`config.mk`:
```
export PLATFORM = sky130hd
export DESIGN_NAME = bvic_top
export DESIGN_NICKNAME = d
export VERILOG_FILES = /design/src/rtl/bvic_pkg.sv /design/src/rtl/bvic_bank.sv /design/src/rtl/bvic_arbiter.sv /design/src/rtl/bvic_agree.sv /design/src/rtl/bvic_top.sv
export SDC_FILE = /design/constraint.sdc
export NUM_CORES = 2
export LEC_CHECK = 0
export BUFFER_PORTS_ARGS = -buffer_cell sky130_fd_sc_hd__buf_2
export CAP_MARGIN = 20
export CELL_PAD_IN_SITES_DETAIL_PLACEMENT = 0
export CELL_PAD_IN_SITES_GLOBAL_PLACEMENT = 1
export CORE_MARGIN = 1.5
export CORE_UTILIZATION = 30
export CTS_CLUSTER_DIAMETER = 100
export DETAILED_ROUTE_END_ITERATION = 16
export GPL_TIMING_DRIVEN = 0
export PLACE_DENSITY_LB_ADDON = 0.1
export REMOVE_ABC_BUFFERS = 1
export SLEW_MARGIN = 20
export SYNTH_ARGS = -nofsm -noshare
export SYNTH_HDL_FRONTEND = slang
export SYNTH_HIERARCHICAL = 1
export SYNTH_SLANG_ARGS = --single-unit
```
`constraint.sdc`:
```
create_clock -name clk_i -period 106.4 [get_ports clk_i]
set_input_delay 5.32 -clock clk_i [delete_from_list [all_inputs] [get_ports clk_i]]
set_output_delay 5.32 -clock clk_i [all_outputs]
set_load 0.02 [all_outputs]
```
`src/rtl/bvic_pkg.sv`:
```
package bvic_pkg;
  localparam int unsigned LINES_PER_BANK = 32;

  localparam logic [7:0] OFF_PEND    = 8'h00;
  localparam logic [7:0] OFF_MASK    = 8'h04;
  localparam logic [7:0] OFF_VEC_IRQ = 8'h10;
  localparam logic [7:0] OFF_VEC_FIQ = 8'h14;
  localparam logic [7:0] OFF_CTRL    = 8'h18;
  localparam logic [7:0] OFF_CFG0    = 8'h1C;
  localparam logic [7:0] OFF_SWSET   = 8'h9C;

  function automatic logic [LINES_PER_BANK-1:0] lowest_set(input logic [LINES_PER_BANK-1:0] v);
    return v & (~v + 1'b1);
  endfunction
endpackage

```
`src/rtl/bvic_bank.sv`:
```
module bvic_bank #(
  parameter int unsigned PRIO_W = 5,
  localparam int unsigned LW = bvic_pkg::LINES_PER_BANK,
  localparam int unsigned CW = $clog2(LW)
) (
  input  logic                 clk_i,
  input  logic                 rst_ni,
  input  logic [LW-1:0]        line_i,
  input  logic                 pend_wr_i,
  input  logic                 mask_wr_i,
  input  logic                 cfg_wr_i,
  input  logic                 swset_wr_i,
  input  logic [CW-1:0]        cfg_idx_i,
  input  logic [31:0]          wdata_i,
  input  logic [LW-1:0]        vclr_i,
  output logic [LW-1:0]        pend_o,
  output logic [LW-1:0]        mask_o,
  output logic [LW-1:0]        fast_o,
  output logic [LW*PRIO_W-1:0] prio_o,
  output logic [PRIO_W+1:0]    cfg_rd_o,
  output logic                 latch_o
);
  logic [LW-1:0] in_q, pend_q, mask_q, lvl_q, fast_q;
  logic [PRIO_W-1:0] prio_q [LW];
  logic [LW-1:0] rise_w, fall_w, sw_w, set_w, clr_w, pend_d;

  assign rise_w = line_i & ~in_q;
  assign fall_w = in_q & ~line_i;
  assign sw_w   = swset_wr_i ? bvic_pkg::lowest_set(wdata_i) : '0;
  assign set_w  = (rise_w & ~lvl_q) | (line_i & lvl_q) | sw_w;
  // level lines with input high are shielded from software clear
  assign clr_w  = (pend_wr_i ? ~(wdata_i | (lvl_q & line_i)) : '0)
                | (fall_w & lvl_q)
                | (vclr_i & ~lvl_q);
  // a new latch wins over any clear in the same cycle
  assign pend_d  = (pend_q & ~clr_w) | set_w;
  assign latch_o = |(set_w & ~pend_q);

  always_ff @(posedge clk_i or negedge rst_ni) begin
    if (!rst_ni) begin
      in_q   <= '0;
      pend_q <= '0;
      mask_q <= '1;
      lvl_q  <= '0;
      fast_q <= '0;
      for (int i = 0; i < LW; i++) prio_q[i] <= '0;
    end else begin
      in_q   <= line_i;
      pend_q <= pend_d;
      if (mask_wr_i) mask_q <= wdata_i;
      if (cfg_wr_i) begin
        prio_q[cfg_idx_i] <= wdata_i[PRIO_W+1:2];
        lvl_q[cfg_idx_i]  <= wdata_i[1];
        fast_q[cfg_idx_i] <= wdata_i[0];
      end
    end
  end

  for (genvar i = 0; i < LW; i++) begin : g_prio
    assign prio_o[i*PRIO_W +: PRIO_W] = prio_q[i];
  end

  assign pend_o   = pend_q;
  assign mask_o   = mask_q;
  assign fast_o   = fast_q;
  assign cfg_rd_o = {prio_q[cfg_idx_i], lvl_q[cfg_idx_i], fast_q[cfg_idx_i]};

  // a rising edge on an edge-mode line is pending next cycle
  a_r3_edge_latch: assert property (@(posedge clk_i) disable iff (!rst_ni)
    |(line_i & ~in_q & ~lvl_q) |=>
      ((pend_q & $past(line_i & ~in_q & ~lvl_q)) == $past(line_i & ~in_q & ~lvl_q)));

  // a high level line is pending next cycle whatever software writes
  a_r5_level_hold: assert property (@(posedge clk_i) disable iff (!rst_ni)
    |(line_i & lvl_q) |=> ((pend_q & $past(line_i & lvl_q)) == $past(line_i & lvl_q)));

  // a level line whose input fell is no longer pending
  a_r4_level_drop: assert property (@(posedge clk_i) disable iff (!rst_ni)
    (|(in_q & ~line_i & lvl_q) && !swset_wr_i && !cfg_wr_i) |=>
      ((pend_q & $past(in_q & ~line_i & lvl_q)) == '0));
endmodule

```
`src/rtl/bvic_arbiter.sv`:
```
module bvic_arbiter #(
  parameter int unsigned NUM_LINES = 64,
  parameter int unsigned PRIO_W    = 5,
  localparam int unsigned IDX_W    = $clog2(NUM_LINES)
) (
  input  logic [NUM_LINES-1:0]        elig_i,
  input  logic [NUM_LINES*PRIO_W-1:0] prio_i,
  output logic                        any_o,
  output logic [IDX_W-1:0]            win_o
);
  logic [PRIO_W-1:0] best;

  // ascending scan with <= lets the higher line number win ties
  always_comb begin
    any_o = 1'b0;
    win_o = '0;
    best  = '1;
    for (int i = 0; i < NUM_LINES; i++) begin
      if (elig_i[i] && (!any_o || prio_i[i*PRIO_W +: PRIO_W] <= best)) begin
        any_o = 1'b1;
        best  = prio_i[i*PRIO_W +: PRIO_W];
        win_o = IDX_W'(i);
      end
    end
  end
endmodule

```
`src/rtl/bvic_agree.sv`:
```
module bvic_agree #(
  parameter int unsigned IDX_W = 6
) (
  input  logic             clk_i,
  input  logic             rst_ni,
  input  logic             trig_i,
  input  logic             ctrl_i,
  input  logic             any_i,
  input  logic [IDX_W-1:0] win_i,
  output logic             out_o,
  output logic [IDX_W-1:0] vec_o
);
  logic eval_q, flag_q, out_q;
  logic [IDX_W-1:0] vec_q;

  always_ff @(posedge clk_i or negedge rst_ni) begin
    if (!rst_ni) begin
      eval_q <= 1'b0;
      flag_q <= 1'b1;
      out_q  <= 1'b0;
      vec_q  <= '0;
    end else begin
      eval_q <= trig_i | ctrl_i;
      if (ctrl_i) begin
        out_q  <= 1'b0;
        flag_q <= 1'b1;
      end else if (eval_q && flag_q && any_i) begin
        out_q  <= 1'b1;
        flag_q <= 1'b0;
        vec_q  <= win_i;
      end
    end
  end

  assign out_o = out_q;
  assign vec_o = vec_q;

  a_r9_raise_needs_flag: assert property (@(posedge clk_i) disable iff (!rst_ni)
    $rose(out_q) |-> ($past(flag_q) && !flag_q));

  a_r9_vec_hold: assert property (@(posedge clk_i) disable iff (!rst_ni)
    !flag_q |=> $stable(vec_q));

  a_r10_ctrl_drops: assert property (@(posedge clk_i) disable iff (!rst_ni)
    ctrl_i |=> (!out_q && flag_q));
endmodule

```
`src/rtl/bvic_top.sv`:
```
module bvic_top #(
  parameter int unsigned NUM_BANKS = 2,
  parameter int unsigned PRIO_W    = 5,
  localparam int unsigned BANK_W    = (NUM_BANKS > 1) ? $clog2(NUM_BANKS) : 1,
  localparam int unsigned ADDR_W    = 8 + BANK_W,
  localparam int unsigned NUM_LINES = NUM_BANKS * bvic_pkg::LINES_PER_BANK
) (
  input  logic                 clk_i,
  input  logic                 rst_ni,
  input  logic [NUM_LINES-1:0] lines_i,
  input  logic                 reg_req_i,
  input  logic                 reg_we_i,
  input  logic [ADDR_W-1:0]    reg_addr_i,
  input  logic [31:0]          reg_wdata_i,
  output logic [31:0]          reg_rdata_o,
  output logic                 irq_o,
  output logic                 fiq_o
);
  import bvic_pkg::*;
  localparam int unsigned LW    = LINES_PER_BANK;
  localparam int unsigned IDX_W = $clog2(NUM_LINES);

  logic [BANK_W-1:0] bank_sel;
  logic [7:0] off, cfg_off;
  logic bank_ok, bank0, wr_en, rd_en, is_cfg, ctrl_wr;
  logic [4:0] cfg_idx;

  assign bank_sel = reg_addr_i[ADDR_W-1:8];
  assign off      = reg_addr_i[7:0];
  assign bank_ok  = 32'(bank_sel) < NUM_BANKS;
  assign bank0    = bank_sel == '0;
  assign wr_en    = reg_req_i & reg_we_i & bank_ok;
  assign rd_en    = reg_req_i & ~reg_we_i & bank_ok;
  assign cfg_off  = off - OFF_CFG0;
  assign is_cfg   = (off >= OFF_CFG0) && (cfg_off[7:2] < 6'd32) && (cfg_off[1:0] == 2'b00);
  assign cfg_idx  = cfg_off[6:2];
  assign ctrl_wr  = wr_en & bank0 & (off == OFF_CTRL);

  logic [1:0] vrd, out_w, any_w;
  logic [IDX_W-1:0] vec_w [2];
  logic [IDX_W-1:0] win_w [2];
  assign vrd[0] = rd_en & bank0 & (off == OFF_VEC_IRQ);
  assign vrd[1] = rd_en & bank0 & (off == OFF_VEC_FIQ);

  logic [NUM_LINES-1:0] vclr;
  always_comb begin
    vclr = '0;
    for (int t = 0; t < 2; t++) if (vrd[t]) vclr[vec_w[t]] = 1'b1;
  end

  logic [LW-1:0] pend_b [NUM_BANKS];
  logic [LW-1:0] mask_b [NUM_BANKS];
  logic [LW-1:0] fast_b [NUM_BANKS];
  logic [PRIO_W+1:0] cfg_b [NUM_BANKS];
  logic [NUM_BANKS-1:0] latch_b, mask_wr_b;
  logic [NUM_LINES-1:0] pend_all, mask_all, fast_all;
  logic [NUM_LINES*PRIO_W-1:0] prio_all;

  for (genvar b = 0; b < NUM_BANKS; b++) begin : g_bank
    logic sel;
    assign sel          = wr_en && (bank_sel == BANK_W'(b));
    assign mask_wr_b[b] = sel && (off == OFF_MASK);

    bvic_bank #(.PRIO_W(PRIO_W)) u_bank (
      .clk_i     (clk_i),
      .rst_ni    (rst_ni),
      .line_i    (lines_i[b*LW +: LW]),
      .pend_wr_i (sel && (off == OFF_PEND)),
      .mask_wr_i (mask_wr_b[b]),
      .cfg_wr_i  (sel && is_cfg),
      .swset_wr_i(sel && (off == OFF_SWSET)),
      .cfg_idx_i (cfg_idx),
      .wdata_i   (reg_wdata_i),
      .vclr_i    (vclr[b*LW +: LW]),
      .pend_o    (pend_b[b]),
      .mask_o    (mask_b[b]),
      .fast_o    (fast_b[b]),
      .prio_o    (prio_all[b*LW*PRIO_W +: LW*PRIO_W]),
      .cfg_rd_o  (cfg_b[b]),
      .latch_o   (latch_b[b])
    );

    assign pend_all[b*LW +: LW] = pend_b[b];
    assign mask_all[b*LW +: LW] = mask_b[b];
    assign fast_all[b*LW +: LW] = fast_b[b];
  end

  logic trig;
  assign trig = (|latch_b) | (|mask_wr_b);

  // target 0 = normal output, target 1 = fast output
  for (genvar t = 0; t < 2; t++) begin : g_tgt
    logic [NUM_LINES-1:0] elig;
    assign elig = pend_all & ~mask_all & ((t == 1) ? fast_all : ~fast_all);

    bvic_arbiter #(.NUM_LINES(NUM_LINES), .PRIO_W(PRIO_W)) u_arb (
      .elig_i(elig),
      .prio_i(prio_all),
      .any_o (any_w[t]),
      .win_o (win_w[t])
    );

    bvic_agree #(.IDX_W(IDX_W)) u_agree (
      .clk_i (clk_i),
      .rst_ni(rst_ni),
      .trig_i(trig),
      .ctrl_i(ctrl_wr & reg_wdata_i[t]),
      .any_i (any_w[t]),
      .win_i (win_w[t]),
      .out_o (out_w[t]),
      .vec_o (vec_w[t])
    );

    // the winner is always an eligible line, and none is named without one
    a_r7_winner_eligible: assert property (@(posedge clk_i) disable iff (!rst_ni)
      any_w[t] |-> elig[win_w[t]]);
    a_r7_none_idle: assert property (@(posedge clk_i) disable iff (!rst_ni)
      (elig == '0) |-> !any_w[t]);
  end

  assign irq_o = out_w[0];
  assign fiq_o = out_w[1];

  always_comb begin
    reg_rdata_o = '0;
    if (rd_en) begin
      case (off)
        OFF_PEND:    reg_rdata_o = pend_b[bank_sel];
        OFF_MASK:    reg_rdata_o = mask_b[bank_sel];
        OFF_VEC_IRQ: if (bank0) reg_rdata_o = 32'(vec_w[0][4:0]);
        OFF_VEC_FIQ: if (bank0) reg_rdata_o = 32'(vec_w[1][4:0]);
        default:     if (is_cfg) reg_rdata_o = 32'(cfg_b[bank_sel]);
      endcase
    end
  end

  // an output never rises without a pending line on its own route
  a_r8_route: assert property (@(posedge clk_i) disable iff (!rst_ni)
    $rose(fiq_o) |-> $past(|(pend_all & fast_all)));
endmodule

```
# Word level (Yosys, flattened, before mapping)
# Index checks and enable logic that the tools add are counted.
[classes] addsub=2 order_cmp=137 eq_ne=5 muxes=436 bitwise=66 reduce_logical=406
[op_table] operator="two-way mux 5 bit" count=165
[op_table] operator="<= comparator 5 bit" count=126
[op_table] operator="AND 32 bit" count=17
[op_table] operator="inverter 32 bit" count=13
[op_table] operator="two-way mux 6 bit" count=64
[op_table] operator="OR 32 bit" count=12
[op_table] operator="two-way mux 32 bit" count=11
[op_table] operator="bitwise mux 160 bit" count=2
[op_table] operator="AND 64 bit" count=3
[op_table] operator="logical AND 1 bit" count=146
[op_table] operator="two-way mux 1 bit" count=145
[op_table] operator="bitwise mux 32 bit" count=4
[op_table] operator="two-way mux 64 bit" count=2
[op_table] operator="inverter 64 bit" count=2
[op_table] operator="one-hot mux 32 bit (4 select lines)" count=1
[op_table] operator="zero test 1 bit" count=126
[op_table] operator="logical OR 1 bit" count=126
[op_table] operator="two-way mux 4 bit" count=16
[op_table] operator="OR 64 bit" count=1
[op_table] operator="OR reduction 64 bit" count=1
[op_table] operator="binary-select mux 5 bit (select 5 bit)" count=2
[op_table] operator="adder 32 x 1 -> 32 bit, second input constant" count=1
[op_table] operator="two-way mux 7 bit" count=4
[op_table] operator="demux 5 bit (select 5 bit)" count=1
[op_table] operator="other kinds (28)" count=61
[word_totals] regBits=658 in_bits=109 out_inout_bits=34 wordCells=1134

# Longest topological paths before layout
[depth] depth_word=259 ltp_mapped=587 mapped_depth_nobuf=557

# Hierarchy
# Netlist, hierarchy kept.
[modules_own_cells] module="bvic_bank" n_inst=2 cells_each=1110 area_per_inst_um2=15093.2 seq_area_each_um2=8047.7
[modules_own_cells] module="bvic_arbiter (g_tgt[1].u_arb)" n_inst=1 cells_each=2572 area_per_inst_um2=16867.4 seq_area_each_um2=0.0
[modules_own_cells] module="bvic_arbiter (g_tgt[0].u_arb)" n_inst=1 cells_each=2553 area_per_inst_um2=16613.4 seq_area_each_um2=0.0
[modules_own_cells] module="bvic_top" n_inst=1 cells_each=478 area_per_inst_um2=3726.1 seq_area_each_um2=0.0
[modules_own_cells] module="bvic_agree" n_inst=2 cells_each=21 area_per_inst_um2=345.3 seq_area_each_um2=226.5

# Least setup slack after synthesis
# OpenSTA, ideal clock, no wires.
[synth_path] path_kind="reg-to-reg" start="register g_bank[0].u_bank.mask_q[0]" end="register g_tgt[1].u_agree.vec_q[5]" setup_time_ns=0.125 arrival_time_ns=102.399 t_required_ns=106.275 slack_ns=3.876 path_stages_with_launch=556 path_buffers=32 synth_period_minus_slack_ns=102.524 path_cell_list="dfstp_2 > and3b_1 > buf_4 > nor2b_1 > ha_1 > a21o_1 > a211oi_1 > a21o_1 > nand2_1 > o21ai_0 > inv_1 > ha_1 > and3_1 > o21ai_0 > or2_2 > o21ai_0 > nor2_1 > o31ai_1 > [... 520 more ...] > o22ai_1 > o21ai_0 > nand2_1 > o22ai_1 > a31oi_1 > ha_1 > nor2b_1 > o21ai_0 > nand2b_1 > a21oi_1 > nor2b_1 > o22ai_1 > o21ai_0 > inv_1 > nor4b_4 > nand3_1 > or3_1 > mux2_2"
[synth_lines] item="from (decl)" line="bvic_bank.sv:23" text="logic [LW-1:0] in_q, pend_q, mask_q, lvl_q, fast_q;"
[synth_lines] item="from (signal assigned)" line="bvic_bank.sv:50" text="if (mask_wr_i) mask_q <= wdata_i;"
[synth_lines] item="to (signal assigned)" line="bvic_agree.sv:30" text="vec_q <= win_i;"
[synth_lines] item="to (decl)" line="bvic_agree.sv:14" text="logic [IDX_W-1:0] vec_q;"

==> impl_metrics.py <==
metrics = {
    "status": {
        "outcome": "finished, final reports clean",
    },
    "timing": {
        "relSlewSlack": 0.1895,
        "max_freq_ghz": 0.009800,
        "slew_viol_final": 0,
        "finalCriticalPeriod_ns": 102.04,
        "setup_viol": 0,
        "hold_viol_final": 0,
        "fin_crit_sh": 0.9590,
        "worst_pin_slew_ns": 1.213,
        "clock_skew_ns": 0.04390,
    },
    "final_layout": {
        "final-seq-area_um2": 16550,
        "fill_cells": 22994,
        "layout-drive-gt1-share": 0.3512,
        "final_common_cell": "mux2_2",
        "stdcell_count": 11538,
        "stdcell_area_um2": 86620,
        "final_cell_mix": "632 x mux2_2, 591 x dfrtp_1, 536 x buf_4",
        "fin_nets": 9066,
        "area_delta_synth_final_pct": 27.22,
        "multi_input_area_um2": 55360,
    },
    "place": {
        "place_congestion": 0.9220,
        "portBuffers": 142,
        "place_inst": 10781,
        "dpl.hpwl_um": 256600,
        "dpl-instance-area_um2": 72470,
    },
    "floorplanning": {
        "io-pin-count": 143,
        "die-area_um2": 229800,
        "coreArea_um2": 225100,
        "die_h_um": 479.4,
        "rows": 174,
        "start_util": 0.3024,
        "die_w_um": 479.4,
    },
    "worst_setup_path": {
        "rr_startpoint": "g_bank[0].u_bank/mask_o[0]",
        "cp_max_fo": 9,
        "cp-end-kind": "flop",
        "crit_top_cell": "ha_1",
        "r2r-end": "g_tgt[1].u_agree/vec_o[4]",
        "rrSetupSlack_ns": 4.36,
        "start_kind": "flop",
        "cp_data_arrival_time_ns": 102.68,
        "rr_worst_depth": 546,
        "critPathKind": "flop to flop",
        "cp_data_required_time_ns": 107.04,
        "crit_start": "g_bank[0].u_bank/mask_o[0]",
        "crit_path_top_delay_cell": "dfstp_2",
        "critPathMaxStageDelay_ns": 0.66,
    },
    "detailed_routing": {
        "vias": 68158,
        "viasPerCell": 5.907,
        "wl_um": 332600,
        "route.detailed.drc": 0,
        "wl_per_cell_um": 28.82,
        "postRouteAntennaNets": 0,
        "firstDrtPassIters": 6,
        "drt-initial-drc-count": 5026,
    },
    "worst_hold_path": {
        "min_from": "g_tgt[1].u_agree/out_o",
        "worstHoldEndpoint": "g_tgt[1].u_agree/out_o",
        "hold_depth": 2,
        "hold_class": "flop to flop",
    },
    "synth": {
        "synth_edf_count": 0,
        "netlist_instances": 7865,
        "avgSynthCellArea_um2": 8.657,
        "yosysWarningCount": 6,
        "synth_flop_cell": "dfrtp_1",
        "syn_area_um2": 68080,
        "synthDistinctLibCells": 141,
        "yosysSeqAreaShare": 0.2431,
        "synth_seq_cells": 658,
        "synthArstFlopShare": 1.000,
    },
    "clocking": {
        "worstSkewPairLatency_ns": 0.75,
        "cts_hold_buf": 0,
        "h-tree-depth": 3,
        "clockRootBuffer": "clkbuf_16",
        "path_clk_slew_ns": 0.07,
        "clock-sinks": 658,
        "cts_buffers": 88,
        "cts_buffer_depth": 3,
        "tritoncts": "done",
    },
    "global_route": {
        "grt_pass1_wl_um": 466400,
        "grt_max_degree": 92,
        "grt_pass1_vias": 65161,
        "antenna_found_initial": 52,
        "grt_overflow": 0,
        "grt_util_all_layers": 0.2755,
    },
    "run": {
        "cap_viol_max_count": 0,
    },
}
==> what timing repair did <==
action	CTS	global route
pin swaps	140	385
cloned	3	12
endpoints found under the setup margin	12	12
buffers inserted	238	314
gates resized for setup	616	881
==> Yosys cell counts, types with 32 or more instances <==
cell        n  share of area
a211oi_1   72         0.0079
a21boi_0   58         0.0064
a21o_1    187          0.021
a21oi_1   453          0.033
a22oi_1    98          0.011
a31oi_1   122          0.011
and2_1     81         0.0074
and3_1    130          0.012
and3b_1    71         0.0091
buf_2      51         0.0037
clkbuf_1  166         0.0092
dfrtp_1   592           0.22
dfstp_2    66          0.025
ha_1      512          0.094
inv_1     518          0.029
mux2_2    650           0.11
mux2i_1   129          0.019
mux4_2    112          0.037
nand2_1   531          0.029
nand2b_1  112          0.010
nand3_1   248          0.018
nand3b_1   41         0.0045
nand4_1    70         0.0064
nor2_1    533          0.029
nor2_2     71         0.0065
nor2b_1   100         0.0092
nor3_1    134         0.0099
nor3b_1    92          0.010
nor4_1     48         0.0044
o211ai_1  120          0.013
o21a_1     93          0.010
o21ai_0   486          0.036
o21ai_1    38         0.0028
o21bai_1   32         0.0035
o221ai_1   40         0.0051
o22ai_1   143          0.013
o31ai_1    69         0.0076
or2_2      58         0.0053
or3_1      67         0.0062
==> stage by stage <==
step / setup TNS (ns) / utilization / hold slack [ns] / setup slack (ns)
floorplan: 0 / - / 0.4857 / 4.014
global placement: -268.98 / 0.3169 / 0.4892 / -24.54
detailed placement: -242.10 / 0.3219 / 0.4896 / -20.59
CTS: 0 / 0.3564 / 0.5040 / 0.01158
global route: -6.115 / 0.3846 / 0.5199 / -0.8970
finish: 0 / 0.3848 / 0.4931 / 4.363
==> final cells by class <==
type	instances	area share
clock buffer	118	0.02834
timing repair buffer	740	0.06825
tap	2992	0.04322
clock inverter	43	0.006486
inverter	518	0.02261
antenna	30	0.0008667
multi-input combinational	6439	0.6392
sequential	658	0.1911
==> how the worst max path moves through the flow <==
| stage | endpoint | depth (start not counted) |
|---|---|---|
| global route | g_tgt[0].u_agree/vec_o[5] | 547 |
| floorplan | g_tgt[1].u_agree/vec_o[5] | 528 |
| CTS | g_tgt[1].u_agree/vec_o[5] | 544 |
| global placement | g_tgt[0].u_agree/vec_o[4] | 521 |
| finish | g_tgt[1].u_agree/vec_o[4] | 546 |
| detailed placement | g_tgt[1].u_agree/vec_o[5] | 532 |
==> flip-flops by register name, summed over array words and instances, names as in the netlist <==
signal	count
g_tgt.u_agree/vec_o	12
g_bank.u_bank/lvl_q	64
g_bank.u_bank/pend_o	64
g_tgt.u_agree/out_o	2
g_tgt.u_agree/flag_q	2
g_bank.u_bank/fast_o	64
g_bank.u_bank/mask_o	64
g_tgt.u_agree/eval_q	2
g_bank.u_bank/in_q	64
g_bank.u_bank/prio_o	320
==> worst max-delay path, delay by kind of cell, from the launching register on <==
family	cells	cell delay, ns
flip-flops	1	0.66
buffers and inverters	44	5.45
adder cells (fa/ha/maj)	71	21.47
AND/OR/NAND/NOR	164	26.41
AO/OA/AOI/OAI	250	43.33
multiplexers	17	4.31
==> cells by family after synthesis <==
logic type	count (synthesis)	synth area share
simple gates	2535	0.2025
compound gates	2427	0.2425
fa+ha+maj	529	0.09659
flops	658	0.2431
xor+xnor	40	0.005146
mux	895	0.1642
buf+inv	781	0.04609
==> layer usage <==
metal	up-vias	GRT usage	wire length, um
li1	31228	-	-
met1	34563	0.3523	142000
met2	1821	0.4515	155600
met3	536	0.03497	14900
met4	10	0.1473	20040
met5	-	0	60
Power is left out: the tool's default activity adds up to more than one toggle a clock period on the data nets, which glitch-free logic cannot reach.
